File: src/rtl/circ_setup_src.sv
module circ_setup_src #(
  parameter int DW      = 16,
  parameter int AW      = 8,
  parameter int LW      = 4,
  parameter int BACKOFF = 8,
  parameter int RW      = 4
) (
  input  logic          clk,
  input  logic          rst_n,
  input  logic          req_valid,
  output logic          req_ready,
  input  logic [AW-1:0] req_dest,
  input  logic [LW-1:0] req_len,
  input  logic          dat_valid,
  output logic          dat_ready,
  input  logic [DW-1:0] dat_word,
  output logic [DW-1:0] fwd_data,
  output logic          fwd_frame,
  input  logic [1:0]    rev_ctrl,
  output logic          done,
  output logic [RW-1:0] retry_cnt
);

  localparam int BOW = $clog2(BACKOFF + 1);
  localparam int PAD = DW - 2 - LW - AW;
  localparam logic [1:0] REV_ACK  = 2'b01;
  localparam logic [1:0] REV_NACK = 2'b10;
  localparam logic [DW-1:0] TEAR_WORD = {2'b11, {(DW-2){1'b0}}};

  typedef enum logic [2:0] {S_IDLE, S_REQ, S_WAIT, S_BACK, S_XFER, S_TEAR} st_t;

  st_t            st;
  logic [AW-1:0]  dest_q;
  logic [LW-1:0]  len_q;
  logic [LW-1:0]  left_q;
  logic [BOW-1:0] bo_q;

  wire            take     = req_valid && req_ready;
  wire [DW-1:0]   req_word = {2'b01, {PAD{1'b0}}, len_q, dest_q};

  assign req_ready = (st == S_IDLE);
  assign dat_ready = (st == S_XFER);
  assign fwd_frame = (st == S_REQ) || (st == S_TEAR) || (st == S_XFER && dat_valid);
  assign fwd_data  = (st == S_REQ)  ? req_word  :
                     (st == S_TEAR) ? TEAR_WORD :
                     (st == S_XFER && dat_valid) ? dat_word : '0;

  always_ff @(posedge clk) begin
    if (!rst_n) begin
      st        <= S_IDLE;
      dest_q    <= '0;
      len_q     <= '0;
      left_q    <= '0;
      bo_q      <= '0;
      retry_cnt <= '0;
      done      <= 1'b0;
    end else begin
      done <= 1'b0;
      case (st)
        S_IDLE: if (take) begin
          dest_q    <= req_dest;
          len_q     <= req_len;
          retry_cnt <= '0;
          st        <= S_REQ;
        end
        S_REQ: st <= S_WAIT;
        S_WAIT: begin
          if (rev_ctrl == REV_ACK) begin
            left_q <= len_q;
            st     <= (len_q == '0) ? S_TEAR : S_XFER;
          end else if (rev_ctrl == REV_NACK) begin
            bo_q <= BOW'(BACKOFF - 1);
            if (retry_cnt != '1) retry_cnt <= retry_cnt + 1'b1;
            st <= S_BACK;
          end
        end
        S_BACK: begin
          if (bo_q == '0) st <= S_REQ;
          else bo_q <= bo_q - 1'b1;
        end
        S_XFER: if (dat_valid) begin
          left_q <= left_q - 1'b1;
          if (left_q == LW'(1)) st <= S_TEAR;
        end
        S_TEAR: begin
          done <= 1'b1;
          st   <= S_IDLE;
        end
        default: st <= S_IDLE;
      endcase
    end
  end

  assert_done_pulse_R8: assert property (@(posedge clk) disable iff (!rst_n)
    done |=> !done);
  assert_tear_then_done_R8: assert property (@(posedge clk) disable iff (!rst_n)
    (st == S_TEAR) |=> (done && req_ready));
  assert_xfer_after_ack_R3: assert property (@(posedge clk) disable iff (!rst_n)
    $rose(dat_ready) |-> ($past(rev_ctrl) == REV_ACK));
  assert_quiet_after_nack_R4: assert property (@(posedge clk) disable iff (!rst_n)
    (st == S_WAIT && rev_ctrl == REV_NACK) |=> (!fwd_frame && !dat_ready));
  assert_retry_step_R5: assert property (@(posedge clk) disable iff (!rst_n)
    !$stable(retry_cnt) |-> (retry_cnt == '0 || retry_cnt == $past(retry_cnt) + 1'b1));
  assert_req_framed_R2: assert property (@(posedge clk) disable iff (!rst_n)
    take |=> (fwd_frame && fwd_data[DW-1 -: 2] == 2'b01 && !req_ready));
  assert_no_underflow_R6: assert property (@(posedge clk) disable iff (!rst_n)
    dat_ready |-> (left_q != '0));

endmodule

File: config.mk
export PLATFORM = sky130hd
export DESIGN_NAME = circ_setup_src
export DESIGN_NICKNAME = d
export VERILOG_FILES = /design/src/rtl/circ_setup_src.sv
export SDC_FILE = /design/constraint.sdc
export NUM_CORES = 1
export LEC_CHECK = 0
export ABC_AREA = 1
export ABC_CLOCK_PERIOD_IN_PS = 1700
export BUFFER_PORTS_ARGS = -buffer_cell sky130_fd_sc_hd__buf_2
export CORE_MARGIN = 8
export CORE_UTILIZATION = 49
export DETAILED_ROUTE_END_ITERATION = 8
export PLACE_DENSITY = 0.84
export SYNTH_ARGS = -nofsm -noshare
export SYNTH_HDL_FRONTEND = slang
export SYNTH_SLANG_ARGS = --single-unit
export TNS_END_PERCENT = 20
File: constraint.sdc
create_clock -name clk -period 1.7 [get_ports clk]
set_input_delay 0.34 -clock clk [delete_from_list [all_inputs] [get_ports clk]]
set_output_delay 0.34 -clock clk [all_outputs]
set_load 0.005 [all_outputs]
* Word-level counts from Yosys, hierarchy flattened
Index checks and enable logic that the tools add are counted.
** Word-level totals
- Register bits after elaboration :: 28
- Bits of input ports :: 34
- Output and inout bits :: 24
- Logic and storage cells :: 68
** Cells by class
- Add/sub/neg operators :: 3
- Equality and inequality tests :: 19
- Muxes and demuxes :: 24
- Reduce and logical (&&, ||, !) cells :: 15
** Operator list (number)
- 2-to-1 mux 16 bit :: 3
- 2-to-1 mux 4 bit :: 9
- one-hot mux 4 bit (2 select lines) :: 3
- 2-to-1 mux 3 bit :: 6
- one-hot mux 3 bit (5 select lines) :: 1
- != test 2 bit, second input constant :: 7
- AND reduction 5 bit :: 2
- logical NOT 4 bit :: 2
- subtractor 4 x 1 -> 4 bit, second input constant :: 2
- equality test 3 x 2 -> 1 bit, second input constant :: 2
- equality test 3 bit, second input constant :: 2
- nonzero test 2 bit :: 3
- adder 4 x 1 -> 4 bit, second input constant :: 1
- equality test 4 x 1 -> 1 bit, second input constant :: 1
- != test 2 x 1 -> 1 bit, second input constant :: 2
- != test 4 bit, second input constant :: 1
- AND reduction 4 bit :: 1
- equality test 3 x 1 -> 1 bit, second input constant :: 1
- logical NOT 3 bit :: 1
- != test 3 bit, second input constant :: 1
- AND reduction 3 bit :: 1
- equality test 2 x 1 -> 1 bit, second input constant :: 1
- equality test 2 bit, second input constant :: 1
- logical AND 1 bit :: 2
- 3 further kinds :: 5

* Logic depth before layout (Yosys ltp)
Gate-level depths: netlist (run 1).
- Word-level depth :: 5
- Depth in mapped cells :: 9
- Depth with buffers taken out :: 9

* Worst setup path before layout (run 1)
No wires, ideal clock.
- Kind :: flip-flop to output port
- From :: reg st[0]
- To :: out fwd_data[10]
- Arrival :: 1.056 ns
- Required time :: 1.360 ns
- Setup slack :: 0.304 ns
- Cell stages (with the launch flop) :: 6
- Buffers on the path :: 1
- Path through :: dfxtp_1 inv_1 nor2_1 nand2_1 clkbuf_1 o21ai_0
** Between the ends
- Cells in the longest elaborated chain, start to end :: 5
- Elaborated cells on any way between the ends :: 7
- Classes of those cells :: 3 x eq/ne; 3 x mux; 1 x reduce/logical
** RTL lines
- start, declared :: line 32 : st_t st;
- start signal, assigned :: line 70 : st <= (len_q == '0) ? S_TEAR : S_XFER;
- equality test 3 bit :: line 46 : (st == S_XFER && dat_valid) ? dat_word : '0;
- logical AND 1 bit :: line 46
- 2-to-1 mux 16 bit :: line 46
- 2-to-1 mux 16 bit :: line 45 : (st == S_TEAR) ? TEAR_WORD :
- 2-to-1 mux 16 bit (*) :: line 44 : assign fwd_data = (st == S_REQ) ? req_word :
- end, declared :: line 17 : output logic [DW-1:0] fwd_data,
Every way passes the cells marked *; elsewhere a longest branch is shown, timed or not.

* Worst setup path after layout (run 1)
- From :: reg st[0]
- To :: out fwd_data[5]
The elaborated chain is that of the path after synthesis.

==> results of run 1 <==
[cells in the mapped netlist (3+ instances only)]
cell	number
sky130_fd_sc_hd__a21oi_1	27
sky130_fd_sc_hd__buf_6	3
sky130_fd_sc_hd__clkbuf_1	3
sky130_fd_sc_hd__dfxtp_1	28
sky130_fd_sc_hd__ha_1	6
sky130_fd_sc_hd__inv_1	30
sky130_fd_sc_hd__inv_2	3
sky130_fd_sc_hd__nand2_1	30
sky130_fd_sc_hd__nand2_2	6
sky130_fd_sc_hd__nand3_1	28
sky130_fd_sc_hd__nor2_1	22
sky130_fd_sc_hd__o21ai_0	35
[layer usage]
metal	up-vias	routed length [um]	global-route usage (%)
li1	900	-	-
met1	782	1820	18.0
met2	51	2360	31.7
met3	8	300	4.50
met4	0	65	2.88
met5	-	0	0
[per-stage QoR]
stage | TNS [ps] | hold WS [ps]
5_1_grt | -2510 | 266
3_5_place_dp | 0 | 438
4_1_cts | -734 | 274
2_1_floorplan | 0 | 424
3_3_place_gp | 0 | 434
6_report | -748 | 273
[sequential cells by signal (all words and copies together), names as in the netlist]
name / cells
retry_cnt: 4
bo_q: 4
st: 3
len_q: 4
dest_q: 8
done: 1
left_q: 4
[what timing repair did]
action | 4_1_cts | 5_1_grt
endpoints found under the setup margin | 17 | 20
buffers inserted | 3 | 1
cloned | 1 | 1
gates resized for setup | 20 | 17
pin swaps | 2 | 1
[cells by family (layout without fill, tap and decap cells)]
kind of cell,Yosys count,in the layout,share of synthesized area [%]
and+or+nand+nor,95,96,28.0
AOI/OAI and AO/OA,64,64,20.2
buffers and inverters,43,103,11.8
DFF,28,28,34.8
adders and majority gates,6,6,4.66
xor gates and xnor gates,1,1,0.544
[where the power goes]
| part | switching (mW) | internal [mW] | total [mW] |
|---|---|---|---|
| Combinational | 0.700 | 0.456 | 1.16 |
| Sequential | 0.0982 | 0.813 | 0.912 |
| Clock | 0.197 | 0.0833 | 0.281 |
[layout make-up]
class,instances,share of cell area (%)
multi-input combinational,167,44.5
sequential,28,27.3
timing repair buffer,66,18.1
inverter,34,6.24
tap,46,2.76
clock buffer,3,1.08
[worst max path at each step]
stage                             startpoint            to  depth (start not counted)
after floorplan           st[0]$_SDFFE_PN0P_  fwd_data[10]                          5
after global placement    st[0]$_SDFFE_PN0P_  fwd_data[10]                          5
after detailed placement  st[0]$_SDFFE_PN0P_   fwd_data[7]                          5
after CTS                 st[1]$_SDFFE_PN0P_   fwd_data[6]                          7
after global routing      st[0]$_SDFFE_PN0P_   fwd_data[5]                          7
final                     st[0]$_SDFFE_PN0P_   fwd_data[5]                          7
[worst max-delay path: cells and delay by family (launching register included)]
kind,cells,cell delay (ps)
flops,1,390
compound gates,1,110
simple gates,3,240
buf+inv,3,390
==> impl_metrics.py, run 1 <==
metrics = {
    "final_layout": {
        "layout.cells.non_filler": 344,
        "final_common_cell": "sky130_fd_sc_hd__buf_2",
        "area_used_by_multi_input_combinational_logic_um2": 928,
        "fill_cells": 336,
        "regArea_um2": 569,
        "most-common-layout-cells": "sky130_fd_sc_hd__buf_2 (57), sky130_fd_sc_hd__inv_1 (30), sky130_fd_sc_hd__nand2_1 (28)",
        "areaGrowthSynthToFinish_pct": 29.4,
        "diodes": 0,
        "fraction_of_the_core_area_covered_by_cells_at_the_end_of_the_flow_pct": 64.0,
        "post_layout_instance_area_mm2": 0.00209,
        "design.final.nets": 340,
        "drive_gt1_share_pct": 33.9,
    },
    "logic_synthesis": {
        "synth_top_cells_by_area": "sky130_fd_sc_hd__dfxtp_1 (35%), sky130_fd_sc_hd__o21ai_0 (11%), sky130_fd_sc_hd__nand3_1 (8.7%)",
        "netlist_area_mm2": 0.00161,
        "syn-instance-count": 237,
        "synth_seq_cells": 28,
        "netlist-cell-type-count": 24,
        "yosysSeqAreaShare_pct": 34.8,
        "synth-async-reset-ratio_pct": 0,
        "mappedNetlistNets": 277,
        "postSynthAreaPerCell_um2": 6.80,
        "synth-edff-count": 0,
        "number_of_synthesis_warnings": 0,
        "netlist.top_cell.by_area": "sky130_fd_sc_hd__dfxtp_1",
        "top_cell_type_s_share_of_synthesized_area_pct": 34.8,
        "synthFlopType": "sky130_fd_sc_hd__dfxtp_1",
    },
    "critical_path": {
        "critPathSlowestCell": "sky130_fd_sc_hd__dfxtp_4",
        "worst_setup_path_end_kind": "output port",
        "cp_data_arrival_time_ps": 1460,
        "crit_fanout": 7,
        "cp_data_required_time_ps": 1360,
        "path_class": "reg2out",
        "regToRegStartpoint": "st[0]$_SDFFE_PN0P_",
        "path_cells": "nor2_4, nand2_2, inv_4, clkbuf_16, nand3_1, o21ai_1, buf_2",
        "reg2reg_slack_ps": 170,
        "worst-r2r-cell-count": 8,
        "r2r_end": "retry_cnt[1]$_SDFFE_PN0P_",
        "startpoint_type": "register",
        "crit_path_max_incr_delay_ps": 390,
    },
    "placement": {
        "dp_hpwl_mm": 3.28,
        "post_dp_cell_area_mm2": 0.00192,
        "port-buffer-count": 57,
        "gp_congestion": 0.841,
        "place_worst_setup_slack_ps": 117,
        "place.detailed.instances": 335,
    },
    "clocking": {
        "clock-root-buffer": "sky130_fd_sc_hd__clkbuf_4",
        "cts_tree": "built",
        "numCtsBuffers": 3,
        "cts_max_path_buffers": 2,
        "num_clock_sinks": 28,
        "insertion_delay_ps": 330,
        "cts_hold_buf": 0,
        "cts_htree_levels": 1,
        "worst_setup_hold_path_clk_slew_ps": 150,
    },
    "power": {
        "fin_total_pwr_mw": 2.35,
        "ir_worst_vdd_uv": 841,
        "leakagePower_nw": 0.993,
        "pwr_density_cell_mw_per_mm2": 1130,
    },
    "global_routing": {
        "global_route_wire_length_before_repair_mm": 7.34,
        "antenna_found_initial": 0,
        "grt_overflow": 0,
        "grt_util_all_layers_pct": 16.7,
        "first_global_vias": 1718,
        "grt_max_degree": 30,
    },
    "floorplan": {
        "row_count": 21,
        "total_die_area_mm2": 0.00538,
        "design.portCount": 58,
        "start_util_pct": 49.5,
        "die_height_um": 73.4,
        "placeableCoreArea_mm2": 0.00326,
        "die_width_um": 73.4,
    },
    "detailed_routing": {
        "ant_nets": 0,
        "avgViaCountPerCell": 5.06,
        "detailroute.via_count": 1741,
        "route.detailed.drc": 0,
        "drt-initial-drc-count": 129,
        "drt-total-wl_mm": 4.55,
        "drt-wirelength-per-cell_um": 13.2,
        "drt_first_pass_iters": 5,
    },
    "sta": {
        "setup_violations": 14,
        "final_critical_path_share_of_the_clock_period_pct": 106,
        "setup_repair_after_global_routing_missed_its_margin": "yes",
        "final_period_minus_worst_setup_slack_ps": 1800,
        "setup_slack_ps": -97.8,
        "final.setup_skew_ps": 6.59,
        "timing_worst_slew_pin_value_ps": 475,
        "final-hold-violation-count": 0,
        "max_transition_viols_final": 0,
        "slew_headroom_pct": 68.2,
        "achievable-frequency_mhz": 556,
    },
    "run_status": {
        "failed_checks": "setup timing",
        "status": "complete, but fails checks",
    },
    "min_path": {
        "holdPathEnd": "dest_q[7]$_SDFFE_PN0P_",
        "min-delay-path-class": "in2reg",
        "hp-start": "req_dest[7]",
        "min_delay_path_depth": 3,
    },
    "flow_run": {
        "cap_violations": 0,
    },
}
Power figures use the tool's default switching activity.
==> inputs of run 2 (changes only) <==
==> config.mk (replaced) <==
export PLATFORM = sky130hd
export DESIGN_NAME = circ_setup_src
export DESIGN_NICKNAME = d
export VERILOG_FILES = /design/src/rtl/circ_setup_src.sv
export SDC_FILE = /design/constraint.sdc
export NUM_CORES = 1
export LEC_CHECK = 0
export ABC_AREA = 0
export ABC_CLOCK_PERIOD_IN_PS = 1700
export BUFFER_PORTS_ARGS = -buffer_cell sky130_fd_sc_hd__buf_2
export CORE_MARGIN = 8
export CORE_UTILIZATION = 50
export DETAILED_ROUTE_END_ITERATION = 8
export PLACE_DENSITY = 0.85
export SYNTH_ARGS = -nofsm -noshare
export SYNTH_HDL_FRONTEND = slang
export SYNTH_SLANG_ARGS = --single-unit
==> run 2 against run 1 <==
Against the previous run: the flow still finishes with violations (setup timing); routed wire length grew 11%; final area grew 13%; area after synthesis grew 5.6%; die area grew 2.7%.
==> impl_metrics.py, run 2 <==
metrics = {
    "detailed_routing": {
        "drt_first_pass_iters": 4,
        "avgViaCountPerCell": 5.61,
        "drt-wirelength-per-cell_um": 16.1,
        "drt-total-wl_mm": 5.06,
        "drt-initial-drc-count": 77,
        "ant_nets": 0,
        "detailroute.via_count": 1766,
        "route.detailed.drc": 0,
    },
    "clocking": {
        "cts_hold_buf": 0,
        "insertion_delay_ps": 330,
        "worst_setup_hold_path_clk_slew_ps": 150,
        "clock-root-buffer": "sky130_fd_sc_hd__clkbuf_4",
        "cts_htree_levels": 1,
        "cts_tree": "built",
        "num_clock_sinks": 28,
        "cts_max_path_buffers": 2,
        "numCtsBuffers": 3,
    },
    "power": {
        "ir_worst_vdd_uv": 487,
        "internal_power_mw": 1.47,
        "power.switching_fraction_pct": 33.5,
        "power.switching_uw": 739,
        "combinational_share_of_power_pct": 43.8,
        "clock_power_share_pct": 20.1,
        "leakagePower_nw": 1.09,
        "power_share_of_the_sequential_group_pct": 36.1,
        "pwr_density_cell_mw_per_mm2": 936,
    },
    "min_path": {
        "min-delay-path-class": "in2reg",
    },
    "sta": {
        "final.setup_skew_ps": 1.59,
        "whs_ps": 215,
        "setup_violations": 30,
        "timing_worst_slew_pin_value_ps": 396,
        "setup_repair_after_global_routing_missed_its_margin": "yes",
        "tns_ps": -3960,
        "final-hold-violation-count": 0,
        "final_period_minus_worst_setup_slack_ps": 1960,
        "max_transition_viols_final": 0,
        "slew_headroom_pct": 73.6,
        "achievable-frequency_mhz": 509,
        "setup_slack_ps": -264,
        "final_critical_path_share_of_the_clock_period_pct": 116,
    },
    "logic_synthesis": {
        "yosysSeqAreaShare_pct": 32.9,
        "netlist_area_mm2": 0.00170,
        "postSynthAreaPerCell_um2": 8.55,
        "synthFlopType": "sky130_fd_sc_hd__dfxtp_1",
        "synth_top_cells_by_area": "sky130_fd_sc_hd__dfxtp_1 (33%), sky130_fd_sc_hd__nand2_1 (6.2%), sky130_fd_sc_hd__a22o_1 (6.2%)",
        "synth_seq_cells": 28,
        "syn-instance-count": 199,
        "synth-edff-count": 0,
        "synth-async-reset-ratio_pct": 0,
        "netlist-cell-type-count": 46,
        "mappedNetlistNets": 239,
        "top_cell_type_s_share_of_synthesized_area_pct": 32.9,
        "synth_common_cells": "sky130_fd_sc_hd__dfxtp_1 (28), sky130_fd_sc_hd__nand2_1 (28), sky130_fd_sc_hd__a21oi_1 (14)",
        "number_of_synthesis_warnings": 0,
        "netlist.top_cell.by_area": "sky130_fd_sc_hd__dfxtp_1",
    },
    "final_layout": {
        "most-common-layout-cells": "sky130_fd_sc_hd__buf_2 (56), sky130_fd_sc_hd__dfxtp_1 (25), sky130_fd_sc_hd__nand2_1 (24)",
        "final_common_cell": "sky130_fd_sc_hd__buf_2",
        "design.final.nets": 310,
        "regMostFlops": "dest_q",
        "diodes": 0,
        "drive_gt1_share_pct": 39.8,
        "largest_register_ff_count": 8,
        "areaGrowthSynthToFinish_pct": 38.6,
    },
    "floorplan": {
        "placeableCoreArea_mm2": 0.00331,
        "die_width_um": 74.3,
        "start_util_pct": 51.4,
        "total_die_area_mm2": 0.00553,
        "row_count": 21,
        "design.portCount": 58,
        "die_height_um": 74.3,
    },
    "critical_path": {
        "cp_data_required_time_ps": 1360,
        "startpoint_type": "register",
        "cp_data_arrival_time_ps": 1620,
        "path_class": "reg2out",
        "worst_setup_path_end_kind": "output port",
        "crit_fanout": 8,
    },
    "global_routing": {
        "grt_max_degree": 19,
        "global_route_wire_length_before_repair_mm": 7.59,
        "grt_overflow": 0,
        "met1_usage_pct": 19.2,
        "first_global_vias": 1764,
        "globalRoute.busiestLayer": "met2",
        "antenna_found_initial": 0,
        "grt_use_met3_pct": 2.70,
        "grt_util_all_layers_pct": 17.1,
        "grt_util_met2_pct": 30.9,
    },
    "run_status": {
        "status": "complete, but fails checks",
        "failed_checks": "setup timing",
    },
    "placement": {
        "dp_hpwl_mm": 3.34,
        "port-buffer-count": 57,
        "gp_congestion": 0.880,
    },
    "flow_run": {
        "cap_violations": 0,
    },
}
==> run 2: cell types whose count changed after synthesis, sizes merged, moves of 12 or more <==
cell,before,now
o21ai,35,4
a22o,0,12
nand3,29,4
a21oi,27,14
inv,33,12
nor2,26,5
==> run 2: power by group through the flow <==
stage / combinational [mW] / clock [mW] / sequential (mW)
after floorplan: 0.499 / 0 / 0.771
after global placement: 0.675 / 0 / 0.794
after detailed placement: 0.690 / 0 / 0.795
after CTS: 0.761 / 0.450 / 0.790
after global routing: 1.03 / 0.475 / 0.806
final: 0.967 / 0.443 / 0.797
==> run 2: cell type report <==
cell class,instances,area [um2]
Clock inverter,1,30.0
Inverter,12,45.0
Timing Repair Buffer,82,574
Clock buffer,3,22.5
Fill cell,263,952
Sequential cell,28,567
Tap cell,46,57.6
Multi-Input combinational cell,143,1060
==> run 2: final timing paths <==
check | startpoint | to | slack (ps) | cells past startpoint
hold / removal | req_len[1] | len_q[1]$_SDFFE_PN0P_ | 210 | 3
setup / recovery | st[0]$_SDFFE_PN0P_ | dat_ready | -260 | 5
setup reg to reg | st[0]$_SDFFE_PN0P_ | dest_q[5]$_SDFFE_PN0P_ | -80 | 7
hold reg to reg | dest_q[6]$_SDFFE_PN0P_ | dest_q[6]$_SDFFE_PN0P_ | 470 | 2
==> run 2: through the flow <==
stage	worst slack [ps]	cells	power, mW	util, %	cell area (um2)
floorplan	176	199	1.27	-	1700
global placement	22.0	300	1.47	62.1	2060
detailed placement	-5.21	300	1.49	62.1	2060
CTS	-219	310	2.00	66.7	2210
global route	-333	315	2.32	71.2	2360
finish	-264	315	2.21	71.2	2360
==> run 2: cells by family (layout without fill, tap and decap cells) <==
family | after synthesis | count (layout) | share of synthesized area (%)
AOI/OAI and AO/OA | 52 | 52 | 21.8
adders and majority gates | 6 | 6 | 4.41
buffers and inverters | 28 | 98 | 9.19
DFF | 28 | 28 | 32.9
muxes | 5 | 5 | 2.94
and+or+nand+nor | 80 | 80 | 28.7
==> run 2: routing by layer <==
layer  vias up  part of all wire, %
met4         0                  2.4
met1       841                   41
li1        867                    -
met2        47                   52
met3        11                  4.5
met5         -                    0
==> run 2: repair_timing <==
item                                    4_1_cts  5_1_grt
pin swaps                                    16        6
resized for setup                            13       18
gates cloned                                  1        2
endpoints found under the setup margin       16       33
buffers inserted                              5        3
endpoints found under the hold margin         0        0
==> run 2: worst max-delay path, stage by stage, from the launching register on <==
cell and delay, ps:
sky130_fd_sc_hd__dfxtp_2 360, sky130_fd_sc_hd__buf_12 120, sky130_fd_sc_hd__buf_4 150, sky130_fd_sc_hd__nor3b_1 300, sky130_fd_sc_hd__buf_4 230, sky130_fd_sc_hd__buf_2 130
==> inputs of run 3 (changes only) <==
--- a/config.mk
+++ b/config.mk
@@ -12,6 +12,7 @@
 export CORE_UTILIZATION = 50
 export DETAILED_ROUTE_END_ITERATION = 8
 export PLACE_DENSITY = 0.85
+export SETUP_SLACK_MARGIN = 0.4
 export SYNTH_ARGS = -nofsm -noshare
 export SYNTH_HDL_FRONTEND = slang
 export SYNTH_SLANG_ARGS = --single-unit
==> run 3 against run 2 <==
Against the previous run: the run still ends with setup timing left; critical path type unchanged; worst setup slack improved by 13 ps; register-to-register slack improved by 120 ps; sequential power increased by 2%; largest cell class unchanged; die area unchanged; clock skew about the same; count of clock-buffer cells in the layout unchanged; worst hold slack got worse by 16 ps; non-clock buffer count increased by 14.
==> impl_metrics.py, run 3 (synthesis results as in run 2) <==
metrics = {
    "global_routing": {
        "grt_overflow": 0,
        "grt_max_degree": 19,
        "global_route_wire_length_before_repair_mm": 9.29,
        "first_global_vias": 1948,
        "antenna_found_initial": 0,
        "grt_util_all_layers_pct": 21.5,
    },
    "sta": {
        "setup_repair_after_global_routing_missed_its_margin": "yes",
        "timing_worst_slew_pin_value_ps": 462,
        "setup_slack_ps": -251,
        "final.setup_skew_ps": 1.48,
        "max_transition_viols_final": 0,
        "achievable-frequency_mhz": 513,
        "final_critical_path_share_of_the_clock_period_pct": 115,
        "final-hold-violation-count": 0,
        "whs_ps": 199,
        "slew_headroom_pct": 69.2,
        "final_period_minus_worst_setup_slack_ps": 1950,
        "setup_violations": 17,
    },
    "critical_path": {
        "worstSetupPathDepth": 4,
        "critPathSlowestCell": "sky130_fd_sc_hd__dfxtp_4",
        "path_cells": "nor4bb_4, buf_4, a22o_1, buf_2",
        "worst-r2r-cell-count": 7,
        "worst_setup_path_end_kind": "output port",
        "path_buf_inv": 2,
        "reg2reg_slack_ps": 40,
        "critical_path.top_delay_family": "flip-flops",
        "startpoint_type": "register",
        "crit_fanout": 6,
        "cp_data_required_time_ps": 1360,
        "regToRegStartpoint": "st[0]$_SDFFE_PN0P_",
        "cp_data_arrival_time_ps": 1610,
        "crit_start": "st[0]$_SDFFE_PN0P_",
        "path_class": "reg2out",
        "cp-endpoint": "fwd_data[5]",
        "crit_path_max_incr_delay_ps": 390,
        "r2r_end": "left_q[0]$_SDFFE_PN0P_",
    },
    "floorplan": {
        "die_height_um": 74.3,
        "placeableCoreArea_mm2": 0.00331,
        "start_util_pct": 51.4,
        "total_die_area_mm2": 0.00553,
        "die_width_um": 74.3,
        "row_count": 21,
        "design.portCount": 58,
    },
    "run_status": {
        "status": "complete, but fails checks",
        "failed_checks": "setup timing",
    },
    "final_layout": {
        "regMostFlops": "dest_q",
        "largest_register_ff_count": 8,
        "layout.cells.non_filler": 329,
        "most-common-layout-cells": "sky130_fd_sc_hd__buf_2 (55), sky130_fd_sc_hd__dfxtp_1 (22), sky130_fd_sc_hd__buf_4 (20)",
        "final_common_cell": "sky130_fd_sc_hd__buf_2",
        "fraction_of_the_core_area_covered_by_cells_at_the_end_of_the_flow_pct": 82.5,
        "diodes": 0,
        "drive_gt1_share_pct": 59.4,
        "areaGrowthSynthToFinish_pct": 60.4,
        "design.final.nets": 324,
    },
    "clocking": {
        "numCtsBuffers": 3,
        "insertion_delay_ps": 350,
        "cts_tree": "built",
        "worst_setup_hold_path_clk_slew_ps": 170,
        "cts_htree_levels": 1,
        "cts_max_path_buffers": 2,
        "num_clock_sinks": 28,
        "clock-root-buffer": "sky130_fd_sc_hd__clkbuf_4",
        "cts_hold_buf": 0,
    },
    "detailed_routing": {
        "ant_nets": 0,
        "drt-wirelength-per-cell_um": 19.9,
        "drt_first_pass_iters": 4,
        "drt-total-wl_mm": 6.54,
        "detailroute.via_count": 1988,
        "avgViaCountPerCell": 6.04,
        "drt-initial-drc-count": 179,
        "route.detailed.drc": 0,
    },
    "placement": {
        "gp_congestion": 0.805,
        "place.detailed.instances": 301,
        "dp_hpwl_mm": 3.39,
        "port-buffer-count": 57,
    },
    "power": {
        "pwr_density_cell_mw_per_mm2": 918,
        "leakagePower_nw": 1.24,
        "ir_worst_vdd_uv": 554,
    },
    "flow_run": {
        "cap_violations": 0,
    },
    "min_path": {
        "min-delay-path-class": "in2reg",
    },
}
run 3: what timing repair did:
item                                    CTS  global route
resized for setup                        63            36
hold endpoints to repair                  0             0
endpoints found under the setup margin   45            47
cloned                                    3             0
pin swaps                                16            16
setup buffers                            14             7
run 3: cell type report:
type	instances	area (um2)
sequential	28	576
clock inverter	1	30.0
tap	46	57.6
clock buffer	3	22.5
inverter	12	57.6
timing repair buffer	96	691
fill	185	581
multi-input combinational	143	1300
run 3: worst reg2reg max path: stages, from the launching register on:
cell,delay [ps]
sky130_fd_sc_hd__dfxtp_4,390
sky130_fd_sc_hd__nor4bb_4,360
sky130_fd_sc_hd__buf_4,210
sky130_fd_sc_hd__buf_6,100
sky130_fd_sc_hd__buf_6,80
sky130_fd_sc_hd__buf_6,90
sky130_fd_sc_hd__nor3_2,40
sky130_fd_sc_hd__o31a_1,300
run 3: how the worst min path moves through the flow:
stage,cells past startpoint,startpoint,slack (ps),endpoint
3_5_place_dp,2,dest_q[7]$_SDFFE_PN0P_,460,dest_q[7]$_SDFFE_PN0P_
3_3_place_gp,2,dest_q[4]$_SDFFE_PN0P_,450,dest_q[4]$_SDFFE_PN0P_
2_1_floorplan,1,bo_q[0]$_SDFFE_PN0P_,430,bo_q[0]$_SDFFE_PN0P_
6_report,3,req_dest[1],200,dest_q[1]$_SDFFE_PN0P_
4_1_cts,3,req_dest[1],210,dest_q[1]$_SDFFE_PN0P_
5_1_grt,3,req_dest[3],200,dest_q[3]$_SDFFE_PN0P_
run 3: where the power goes:
part           internal [mW]  leakage, nW  switching [mW]
clock                  0.239       0.0279           0.227
sequential             0.731        0.231          0.0846
combinational          0.608        0.985           0.616
run 3: metrics by stage:
stage | power (mW) | setup slack [ps] | TNS, ps | area, um2
after global placement | 1.49 | 42.5 | 0 | 2100
after global routing | 2.61 | -314 | -4140 | 2730
after CTS | 2.29 | -152 | -2060 | 2540
after detailed placement | 1.51 | -21.0 | -142 | 2100
final | 2.51 | -251 | -2900 | 2730
after floorplan | 1.33 | 251 | 0 | 1780
run 3: metal layers:
| metal | GRT usage, % | share of wire [%] | wire length [um] |
|---|---|---|---|
| met5 | 0 | 0 | 0 |
| met2 | 36.7 | 52 | 3390 |
| met1 | 24.7 | 39 | 2530 |
| met4 | 12.6 | 4.0 | 264 |
| met3 | 3.37 | 5.5 | 359 |
